File: src/rtl/fpmm_pkg.sv
package fpmm_pkg;
  localparam int FLEN   = 64;
  localparam int SLEN   = 32;
  localparam int S_EXP  = 8;
  localparam int S_FRAC = 23;
  localparam int D_EXP  = 11;
  localparam int D_FRAC = 52;
  localparam int MAG_W  = FLEN - 1;

  localparam logic [SLEN-1:0] S_QNAN = {1'b0, {S_EXP{1'b1}}, 1'b1, {(S_FRAC-1){1'b0}}};
  localparam logic [FLEN-1:0] D_QNAN = {1'b0, {D_EXP{1'b1}}, 1'b1, {(D_FRAC-1){1'b0}}};

  // Unboxed operand seen as sign plus zero-extended magnitude.
  typedef struct packed {
    logic             sign;
    logic [MAG_W-1:0] mag;
    logic             nan;
    logic             snan;
    logic             zero;
  } fp_view_t;

  function automatic logic [FLEN-1:0] canon_nan(input logic dbl);
    return dbl ? D_QNAN : {{(FLEN-SLEN){1'b1}}, S_QNAN};
  endfunction

  // Rebuild a register value from a view, boxing single results.
  function automatic logic [FLEN-1:0] pack_view(input fp_view_t v, input logic dbl);
    return dbl ? {v.sign, v.mag}
               : {{(FLEN-SLEN){1'b1}}, v.sign, v.mag[SLEN-2:0]};
  endfunction

  // Strict less-than on two non-NaN sign-magnitude values.
  function automatic logic sm_less(input fp_view_t x, input fp_view_t y);
    if (x.zero && y.zero)  return 1'b0;
    if (x.sign != y.sign)  return x.sign;
    if (!x.sign)           return x.mag < y.mag;
    return x.mag > y.mag;
  endfunction
endpackage

File: src/rtl/fpmm_unpack.sv
module fpmm_unpack
  import fpmm_pkg::*;
(
  input  logic [FLEN-1:0] raw_i,
  input  logic            dbl_i,
  output fp_view_t        view_o,
  output logic            boxed_o
);
  logic [SLEN-1:0] s_val;
  logic            exp_ones, frac_nz, frac_msb;

  assign boxed_o = &raw_i[FLEN-1:SLEN];
  assign s_val   = boxed_o ? raw_i[SLEN-1:0] : S_QNAN;

  always_comb begin
    if (dbl_i) begin
      exp_ones   = &raw_i[FLEN-2 -: D_EXP];
      frac_nz    = |raw_i[D_FRAC-1:0];
      frac_msb   = raw_i[D_FRAC-1];
      view_o.sign = raw_i[FLEN-1];
      view_o.mag  = raw_i[MAG_W-1:0];
    end else begin
      exp_ones   = &s_val[SLEN-2 -: S_EXP];
      frac_nz    = |s_val[S_FRAC-1:0];
      frac_msb   = s_val[S_FRAC-1];
      view_o.sign = s_val[SLEN-1];
      view_o.mag  = {{(MAG_W-SLEN+1){1'b0}}, s_val[SLEN-2:0]};
    end
    view_o.nan  = exp_ones && frac_nz;
    view_o.snan = exp_ones && frac_nz && !frac_msb;
    view_o.zero = (view_o.mag == '0);
  end
endmodule

File: src/rtl/fpmm_order.sv
module fpmm_order
  import fpmm_pkg::*;
(
  input  fp_view_t a_i,
  input  fp_view_t b_i,
  output logic     a_lt_b_o,
  output logic     b_le_a_o
);
  logic any_nan, equal;

  assign any_nan = a_i.nan || b_i.nan;
  assign equal   = (a_i.zero && b_i.zero) ||
                   (a_i.sign == b_i.sign && a_i.mag == b_i.mag);

  // Quiet compare: NaN makes every relation false.
  assign a_lt_b_o = !any_nan && sm_less(a_i, b_i);
  assign b_le_a_o = !any_nan && (equal || sm_less(b_i, a_i));

  always_comb begin
    p_order_exclusive_r1: assert (!(a_lt_b_o && b_le_a_o))
      else $error("order outputs both set");
    if (!any_nan && a_i.zero && b_i.zero)
      p_zeros_equal_r8: assert (b_le_a_o && !a_lt_b_o)
        else $error("signed zeros not equal");
  end
endmodule

File: src/rtl/fpmm_minmax.sv
module fpmm_minmax
  import fpmm_pkg::*;
(
  input  logic [63:0] opa_i,
  input  logic [63:0] opb_i,
  input  logic        max_sel_i,
  input  logic        dbl_i,
  output logic [63:0] res_o,
  output logic        invalid_o
);
  localparam int NOPS = 2;

  logic [NOPS-1:0][FLEN-1:0] ops;
  fp_view_t                  view_w [NOPS];
  logic     [NOPS-1:0]       boxed_w;
  logic                      a_lt_b, b_le_a, pick_a, both_nan, force_canon;

  assign ops = {opb_i, opa_i};

  for (genvar g = 0; g < NOPS; g++) begin : g_unpack
    fpmm_unpack u_unpack (
      .raw_i  (ops[g]),
      .dbl_i  (dbl_i),
      .view_o (view_w[g]),
      .boxed_o(boxed_w[g])
    );
  end

  fpmm_order u_order (
    .a_i     (view_w[0]),
    .b_i     (view_w[1]),
    .a_lt_b_o(a_lt_b),
    .b_le_a_o(b_le_a)
  );

  always_comb begin
    if (view_w[1].nan)      pick_a = 1'b1;
    else if (view_w[0].nan) pick_a = 1'b0;
    else                    pick_a = max_sel_i ? b_le_a : a_lt_b;
  end

  assign both_nan    = view_w[0].nan && view_w[1].nan;
  assign invalid_o   = view_w[0].snan || view_w[1].snan;
  assign force_canon = both_nan || invalid_o;
  assign res_o       = force_canon ? canon_nan(dbl_i)
                                   : pack_view(pick_a ? view_w[0] : view_w[1], dbl_i);

  always_comb begin
    if (invalid_o)
      p_canon_on_invalid_r5: assert (res_o == canon_nan(dbl_i))
        else $error("invalid without canonical NaN");
    if (both_nan)
      p_two_nan_canon_r4: assert (res_o == canon_nan(dbl_i))
        else $error("two NaNs without canonical NaN");
    if (!dbl_i)
      p_single_boxed_r7: assert (&res_o[63:32])
        else $error("single result not boxed");
    if (view_w[0].nan && !view_w[1].nan && !invalid_o)
      p_nan_yields_other_r3: assert (res_o == pack_view(view_w[1], dbl_i))
        else $error("quiet NaN did not yield other operand");
    if (!dbl_i && !boxed_w[0] && !boxed_w[1])
      p_badbox_canon_r6: assert (res_o == canon_nan(1'b0) && !invalid_o)
        else $error("broken boxing not treated as NaN");
  end
endmodule

File: config.mk
export PLATFORM = sky130hd
export DESIGN_NAME = fpmm_minmax
export DESIGN_NICKNAME = d
export VERILOG_FILES = /design/src/rtl/fpmm_pkg.sv /design/src/rtl/fpmm_unpack.sv /design/src/rtl/fpmm_order.sv /design/src/rtl/fpmm_minmax.sv
export SDC_FILE = /design/constraint.sdc
export NUM_CORES = 1
export LEC_CHECK = 0
export ABC_AREA = 1
export ABC_CLOCK_PERIOD_IN_PS = 4800
export CORE_ASPECT_RATIO = 1.25
export CORE_MARGIN = 2
export CORE_UTILIZATION = 50
export DETAILED_ROUTE_END_ITERATION = 8
export DONT_BUFFER_PORTS = 1
export GPL_TIMING_DRIVEN = 0
export PLACE_DENSITY = 0.75
export SLEW_MARGIN = 20
export SYNTH_ARGS = -nofsm -noshare
export SYNTH_HDL_FRONTEND = slang
export SYNTH_HIERARCHICAL = 1
export SYNTH_SLANG_ARGS = --single-unit
File: constraint.sdc
create_clock -name vclk -period 4.8
set_input_delay 0.48 -clock vclk [all_inputs]
set_output_delay 0.48 -clock vclk [all_outputs]
set_load 0.02 [all_outputs]
# Word-level counts from Yosys, hierarchy flattened
# Cells that the tools add are included.
[op_classes] mux=39 reduce_logical=29 n_eq_ne=4 magnitude_cmp=4
[ops] operator="$mux W64" n=5
[ops] operator="$gt A63 B63 Y1" n=2
[ops] operator="$logic_not A63 Y1" n=2
[ops] operator="$lt A63 B63 Y1" n=2
[ops] operator="$reduce_or A52 Y1" n=2
[ops] operator="$mux W67" n=1
[ops] operator="$mux W32" n=2
[ops] operator="$reduce_and A32 Y1" n=2
[ops] operator="$eq A63 B63 Y1" n=1
[ops] operator="$reduce_or A23 Y1" n=2
[ops] operator="$mux W1" n=31
[ops] operator="$reduce_and A11 Y1" n=2
[ops] operator="$reduce_and A8 Y1" n=2
[ops] operator="$logic_and A1 B1 Y1" n=9
[ops] operator="$logic_or A1 B1 Y1" n=5
[ops] operator="$logic_not A1 Y1" n=3
[ops] operator="$ne A1 B1 Y1" n=2
[ops] operator="$eq A1 B1 Y1" n=1
[totals] regBits=0 out_inout_bits=65 wordCells=76 inputBits=130

# Longest topological paths before layout
# Gate-level depths: netlist (run 1).
[logic_depth] word_depth=20 depth_mapped=34 mapped_depth_nobuf=32

# By module
# Netlist (run 1), hierarchy kept.
[by_module_without_submodules] module="fpmm_unpack" area_each_um2=1273.7 n_inst=2 cells_each=259
[by_module_without_submodules] module="fpmm_order" area_each_um2=1894.3 n_inst=1 cells_each=312
[by_module_without_submodules] module="fpmm_minmax" area_each_um2=1276.2 n_inst=1 cells_each=294

# Worst setup path after synthesis (run 1)
# OpenSTA, ideal clock, no wires.
[synth_timing] path_kind="input -> output" start="in opa_i[35]" end="out res_o[29]" arrival_time_ns=3.458 path_buffers=3 path_stages=27 path_slack_ns=0.862 cell_sequence="inv_1 nor3_2 nand2_1 nor2_2 nand2_2 nand2_4 inv_4 buf_12 nor2_4 inv_1 ha_1 nand2_2 nor2_4 inv_2 nor2_2 nor3b_2 nand4_1 o21a_1 a21oi_2 inv_1 nand2_1 nand3_2 nand2_2 buf_6 buf_6 nor2_1 o21ai_1"
[synth_lines] item="start: declaration" line="fpmm_minmax.sv:4" rtl="input logic [63:0] opa_i,"
[synth_lines] item="end: declaration" line="fpmm_minmax.sv:8" rtl="output logic [63:0] res_o,"

==> run metrics, run 1 <==
Worst Setup Start Kind=input port; dpl cells=1,251; Clk network pwr share=0%; Min-Delay Path Depth=3; setup violators final=0; clock buffers=0; Final Max Tran Viols=0; actual slew at the worst max-slew pin=0.660 ns; vias per inst=5.12; Layout area overhead=4.68%; Internal=183 µW; critical path class=input port to primary output; Hold Vio Cnt, Final=0; Net Sw Power=403 µW; min Tclk post-route=4.50 ns; Max Used Layer=met4; required time of the critical path=4.32 ns; Setup WS pre-CTS=0.234 ns; Final period util=93.8%; Comb pwr share=100.0%; Synth warnings=6; PnR worst setup slack=0.298 ns; cell mode on critical path=nand2_1; cell family with the largest share of critical-path delay=simple AND/OR/NAND/NOR gates; Final Wtd Congestion=1.00; leakage dissipation=3.63 nW; Critical Path Sink Type=primary output; status=completed; met3 wire len=1.38 mm; vias in the first global route=6,098; Final TNS setup=0 ns; initial antenna violation count=0; FP Rows=43; CP max-delay cell=o21ai_1; hold crit path type=input port to primary output; normalized max-slew margin=55.5%; Seq Cell Count=0; postcts setup bufs=0; HPWL Detailed=16.2 mm; met2 wire len=8.97 mm; Die Ht=123 µm; grt total ovfl=0; WP depth=31; largest net degree at the start of global routing=11; Final Non-Filler Cells=1,251; drt first pass iters=5; cell count after synthesis=1,116; Total GRT Usage=28.9%; layout cells sized above 1=13.2%; via count=6,405; post-synth design cell area=0.00567 mm²; Antenna Cells=0; core area=0.0111 mm²; switching part of the total=68.8%; Metal-1 WL=6.96 mm; Syn Nets=1,309; # nets final=1,311; maximum clock frequency=222 MHz; crit path DAT=4.02 ns; Peak VDD IR=0.0382 mV; max cap viols=0; register area=0 µm²; Final ANT Viol Nets=0; DR WL/cell=14.7 µm; PortBufs=0; IO Pins=195; starting density of the core=51.1%; Die X=99.2 µm; critical path peak fanout=10; register share of total power=0%; Remaining DRCs=0; CP max stage delay=0.38 ns; first-pass GRT wire length=28.5 mm; post-synthesis area per instance=5.08 µm²; WP buf/inv=4; die area=0.0122 mm²; detailed-route wire length=18.4 mm; Cell Pwr Density=98.7 mW/mm²; initial drt markers=349
per-stage QoR:
| stage | total power, mW | utilization, % | cell area, µm² | hold slack [ns] |
|---|---|---|---|---|
| after floorplan | 0.459 | - | 5670 | 1.20 |
| after global placement | 0.563 | 52.7 | 5840 | 1.27 |
| after detailed placement | 0.567 | 52.7 | 5840 | 1.27 |
| after CTS | 0.570 | 52.7 | 5840 | 1.27 |
| after global routing | 0.654 | 53.5 | 5930 | 1.31 |
| final | 0.585 | 53.5 | 5930 | 1.27 |
layout make-up:
class | instances | area (µm²)
well taps | 135 | 169
fillers | 1255 | 5150
inverters | 288 | 1090
multi-input cells | 793 | 4370
plain buffers | 35 | 312
per-layer routing:
| layer | vias to the layer above | global-route usage [%] |
|---|---|---|
| met4 | 0 | 13.9 |
| met2 | 242 | 54.8 |
| met5 | - | 0 |
| met1 | 2791 | 30.1 |
| met3 | 52 | 6.05 |
| li1 | 3320 | - |
path summary, 6_finish.rpt:
check | startpoint | to | slack, ns
setup / recovery | opb_i[56] | res_o[32] | 0.30
hold / removal | dbl_i | res_o[31] | 1.27
cells in the final DEF (no fill, tap or decap), types with 17 or more instances in the layout:
| cell | count |
|---|---|
| nand2_1 | 339 |
| inv_1 | 275 |
| nor2_1 | 137 |
| ha_1 | 63 |
| nor2_4 | 43 |
| nand4_1 | 31 |
| o21ai_0 | 31 |
| nand3_1 | 30 |
| a21oi_1 | 27 |
| o21ai_2 | 19 |
| nor2_2 | 17 |
power groups by stage:
stage	registers (mW)	logic [mW]	clock network (mW)
floorplan	0	0.459	0
global placement	0	0.563	0
detailed placement	0	0.567	0
CTS	0	0.570	0
global route	0	0.654	0
finish	0	0.585	0
timing repair:
item,CTS,global route
setup endpoints to repair,0,50
resized for setup,0,29
hold buffers,0,0
hold endpoints to repair,0,0
(Power assumes the default switching activity.)
==> run 2, diff against run 1 <==
--- a/config.mk
+++ b/config.mk
@@ -14,8 +14,8 @@
 export DONT_BUFFER_PORTS = 1
 export GPL_TIMING_DRIVEN = 0
 export PLACE_DENSITY = 0.75
+export REMOVE_ABC_BUFFERS = 1
 export SLEW_MARGIN = 20
 export SYNTH_ARGS = -nofsm -noshare
 export SYNTH_HDL_FRONTEND = slang
-export SYNTH_HIERARCHICAL = 1
 export SYNTH_SLANG_ARGS = --single-unit
==> run metrics, run 2 <==
min Tclk post-route=4.82 ns (+0.323 ns); WP buf/inv=4 (unchanged); commonest non-fill, non-tap cell in the layout=nand2_1; actual slew at the worst max-slew pin=0.909 ns (+0.249 ns); # nets final=1,078 (-18%); clock buffers=0 (unchanged); setup violators final=2 (+2); Final ANT Viol Nets=0 (unchanged); detailed-route wire length=19.6 mm (+6.7%); Final Wtd Congestion=0.974 (-3.0%); Antenna Cells=0 (unchanged); Die Ht=110 µm (-10%); Yosys top cell area share=22.6%; Seq Cell Count=0 (unchanged); HPWL Detailed=13.4 mm (-17%); main area contributors after synthesis=nand2_1 (23%), ha_1 (16%), inv_1 (9.6%); Synth warnings=0 (-6); Cell Area, Placed=0.00444 mm² (-24%); via count=6,398 (-0.11%); Die X=89.0 µm (-10%); critical path peak fanout=17 (+7); CP max stage delay=0.59 ns (+0.21 ns); Remaining DRCs=0 (unchanged); fill count=879 (-30%); Total GRT Usage=32.9% (+4.0 points); Commonest cells post-synth=nand2_1 (272), inv_1 (115), nor2_1 (106); leakage dissipation=2.58 nW (-29%); Post-Layout Inst Area=0.00535 mm² (-9.8%); CP max-delay cell=or4_4; drt first pass iters=6 (+1); layout cells sized above 1=17.0% (+3.8 points); DR WL/cell=19.4 µm (+32%); initial antenna violation count=0 (unchanged); crit path DAT=4.34 ns (+0.32 ns); Cell Pwr Density=111 mW/mm² (+12%); Critical Path Sink Type=primary output; RSZ-0062 raised after global routing=yes; core area=0.00875 mm² (-21%); CTS Hold Buffers Added=0 (unchanged); Worst Setup Start Kind=input port; Tot Pwr=593 µW (+1.3%); initial drt markers=644 (+85%); Final Max Tran Viols=0 (unchanged); post-synthesis area per instance=5.11 µm² (+0.52%); first-pass GRT wire length=25.4 mm (-11%); failing checks=setup timing; status=finished with violations; normalized max-slew margin=39.3% (-16 points); Layout area overhead=18.5%; Final period util=101% (+6.7 points); most common cell in the netlist=nand2_1; vias in the first global route=5,343 (-12%); hold slack=1.04 ns (-0.226 ns); PortBufs=0 (unchanged); maximum clock frequency=207 MHz (-6.7%); IO Pins=195 (unchanged); Peak VDD IR=0.0708 mV (+85%); cell mode on critical path=nand2_1; Unique masters post-synth=38; vias per inst=6.34 (+24%); critical path class=input port to primary output; starting density of the core=51.6% (+0.45 points); PnR worst setup slack=-0.0247 ns (-0.323 ns); required time of the critical path=4.32 ns (about the same); largest net degree at the start of global routing=99 (+88); Seq/Total Area, Yosys=0%; register area=0 µm² (unchanged); hold crit path type=input port to primary output; die area=0.00981 mm² (-20%); post-synth design cell area=0.00451 mm² (-20%); Hold Vio Cnt, Final=0 (unchanged); cell count after synthesis=884 (-21%); max cap viols=0 (unchanged); most frequent cells in the layout=nand2_1 (253), inv_1 (109), nor2_1 (91), ha_1 (53), a21oi_1 (46); grt total ovfl=0 (unchanged); largest area contributor in the netlist=nand2_1; FP Rows=38 (-12%); cell family with the largest share of critical-path delay=simple AND/OR/NAND/NOR gates
-- run 2: kinds of logic after synthesis --
kind of cell,count (synthesis),synth area share (%)
buf+inv,156,15.1
compound gates,171,21.3
simple gates,500,47.8
fa+ha+maj,57,15.8
-- run 2: final timing paths --
| path | slack (ns) | cells past startpoint | from | endpoint |
|---|---|---|---|---|
| max | -0.02 | 29 | opa_i[62] | res_o[23] |
| min | 1.04 | 1 | dbl_i | res_o[36] |
-- run 2: through the flow --
stage          utilization, %  setup WS [ns]  setup TNS, ns  cells
4_1_cts                  53.4        0.00237              0    976
6_report                 61.2        -0.0247        -0.0460   1009
5_1_grt                  61.2         -0.210          -6.85   1009
2_1_floorplan               -         -0.117          -2.15    847
3_5_place_dp             50.8          -1.28         -66.74    967
3_3_place_gp             50.7          -1.69         -78.72    967
-- run 2: cell type report --
class	count	area (µm²)	area share, %
inverters	119	495	9.26
multi-input cells	734	4350	81.3
well taps	120	150	2.81
repair buffers	26	219	4.09
repair inverters	10	134	2.50
-- run 2: where the power goes --
| part | switching, mW | leakage [nW] | internal (mW) |
|---|---|---|---|
| clock | 0 | 0 | 0 |
| combinational | 0.407 | 2.58 | 0.186 |
| sequential | 0 | 0 | 0 |
-- run 2: layer usage --
metal | up-vias | wire length, µm | global-route usage, %
met2 | 509 | 9380 | 61.1
met4 | 0 | 940 | 8.85
met5 | - | 0 | 0
li1 | 2978 | - | -
met1 | 2823 | 6660 | 38.7
met3 | 88 | 2630 | 4.99
-- run 2: what timing repair did --
action / 4_1_cts / 5_1_grt
cloned: 4 / 12
buffers inserted: 5 / 21
pin swaps: 4 / 27
setup endpoints to repair: 64 / 64
gates resized for setup: 41 / 96
==> run 3, diff against run 2 <==
--- a/config.mk
+++ b/config.mk
@@ -15,6 +15,7 @@
 export GPL_TIMING_DRIVEN = 0
 export PLACE_DENSITY = 0.75
 export REMOVE_ABC_BUFFERS = 1
+export SKIP_LAST_GASP = 1
 export SLEW_MARGIN = 20
 export SYNTH_ARGS = -nofsm -noshare
 export SYNTH_HDL_FRONTEND = slang
==> run metrics, run 3 (synthesis gave the netlist of run 2 again) <==
Tot Pwr=591 µW (-0.41%); commonest non-fill, non-tap cell in the layout=nand2_1; Comb pwr share=100.0% (about the same); Critical Path Sink Type=primary output; Final ANT Viol Nets=0 (unchanged); initial antenna violation count=0 (unchanged); layout cells sized above 1=17.0% (unchanged); setup violators final=1 (-1); Hold Vio Cnt, Final=0 (unchanged); HPWL Detailed=13.4 mm (unchanged); first-pass GRT wire length=25.4 mm (unchanged); critical path class=input port to primary output; Post-Layout Inst Area=0.00534 mm² (-0.28%); Max Used Layer=met4; met2 wire len=9.26 mm (-1.3%); CTS Hold Buffers Added=0 (unchanged); initial drt markers=587 (-8.9%); normalized max-slew margin=38.6% (-0.69 points); clock buffers=0 (unchanged); PortBufs=0 (unchanged); failing checks=setup timing; switching part of the total=68.6% (about the same); max cap viols=0 (unchanged); actual slew at the worst max-slew pin=0.919 ns (+0.0104 ns); critical path peak fanout=8 (-9); Total GRT Usage=32.9% (unchanged); vias per inst=6.41 (+1.0%); # nets final=1,078 (unchanged); Worst Setup Start Kind=input port; die area=0.00981 mm² (unchanged); status=finished with violations; detailed-route wire length=19.6 mm (+0.13%); Util after Layout=61.0% (-0.17 points); fill count=881 (+0.23%); drt first pass iters=6 (unchanged); Layout area overhead=18.2%; min Tclk post-route=4.84 ns (+0.0129 ns); largest net degree at the start of global routing=99 (unchanged); leakage dissipation=2.58 nW (-0.10%); maximum clock frequency=207 MHz (-0.27%); required time of the critical path=4.32 ns (about the same); Metal-1 WL=6.71 mm (+0.74%); DR WL/cell=19.5 µm (+0.13%); met3 wire len=2.62 mm (-0.42%); Final Max Tran Viols=0 (unchanged); Cell Pwr Density=111 mW/mm² (-0.13%); Cell Area, Placed=0.00444 mm² (unchanged); FP Rows=38 (unchanged); hold crit path type=input port to primary output; Seq Cell Count=0 (unchanged); grt total ovfl=0 (unchanged); RSZ-0062 raised after global routing=yes; register area=0 µm² (unchanged); hold slack=1.04 ns (-0.00126 ns); Final TNS setup=-0.0376 ns (+0.00847 ns); Internal=185 µW (-0.59%); Die X=89.0 µm (unchanged); most frequent cells in the layout=nand2_1 (253), inv_1 (109), nor2_1 (91), ha_1 (53), a21oi_1 (46); Antenna Cells=0 (unchanged); core area=0.00875 mm² (unchanged); PnR worst setup slack=-0.0376 ns (-0.0129 ns); Peak VDD IR=0.0710 mV (+0.23%); Remaining DRCs=0 (unchanged); Min-Delay Path Depth=1 (unchanged); Final Wtd Congestion=0.974 (unchanged); vias in the first global route=5,343 (unchanged); Net Sw Power=405 µW (-0.33%); IO Pins=195 (unchanged); Clk network pwr share=0% (unchanged); Die Ht=110 µm (unchanged); crit path DAT=4.36 ns (+0.02 ns); via count=6,464 (+1.0%); Final period util=101% (+0.27 points); register share of total power=0% (unchanged); starting density of the core=51.6% (unchanged)
run 3: layout make-up:
type	count	area (µm²)	share of cell area, %
inverters	119	495	9.29
multi-input cells	734	4340	81.3
well taps	120	150	2.81
repair buffers	26	219	4.10
repair inverters	10	134	2.51
run 3: power by group through the flow:
stage	Sequential [mW]	Clock, mW	Combinational [mW]
final	0	0	0.591
after global placement	0	0	0.441
after floorplan	0	0	0.364
after detailed placement	0	0	0.446
after CTS	0	0	0.486
after global routing	0	0	0.640
run 3: critical path, cell delays in order:
cell,delay [ns]
nand2_4,0.04
nor2_4,0.13
nand2_2,0.07
nor2_2,0.11
nand2_2,0.09
nand2_4,0.16
clkinv_8,0.11
nor2_4,0.15
inv_1,0.07
ha_1,0.27
nand4_1,0.17
or4_4,0.59
nor2_4,0.13
nand2_2,0.05
nor3_2,0.10
nand2_1,0.07
nand2_1,0.07
nand2_1,0.06
nand2_2,0.11
nand2_2,0.06
nand2_1,0.06
nand2_1,0.07
nand2_2,0.08
nand3_4,0.16
nand2_8,0.20
buf_6,0.14
o21ai_0,0.15
o21ai_2,0.38
run 3: metal layers:
layer	vias up	GRT usage, %
met5	-	0
met4	0	8.85
met3	97	4.99
met2	525	61.1
met1	2857	38.7
li1	2985	-
run 3: through the flow:
stage / std cells / setup slack (ns)
final: 1009 / -0.0376
after global routing: 1009 / -0.210
after CTS: 976 / 0.00237
after detailed placement: 967 / -1.28
after global placement: 967 / -1.69
after floorplan: 847 / -0.117
run 3: timing repair:
item,in CTS,in global routing
setup endpoints to repair,64,64
cloned,4,12
buffers inserted,5,21
pin swaps,4,27
resized for setup,41,94
run 3: worst paths after layout:
kind	startpoint	end	slack (ns)
worst max-delay path	opa_i[54]	res_o[24]	-0.04
worst min-delay path	dbl_i	res_o[36]	1.04
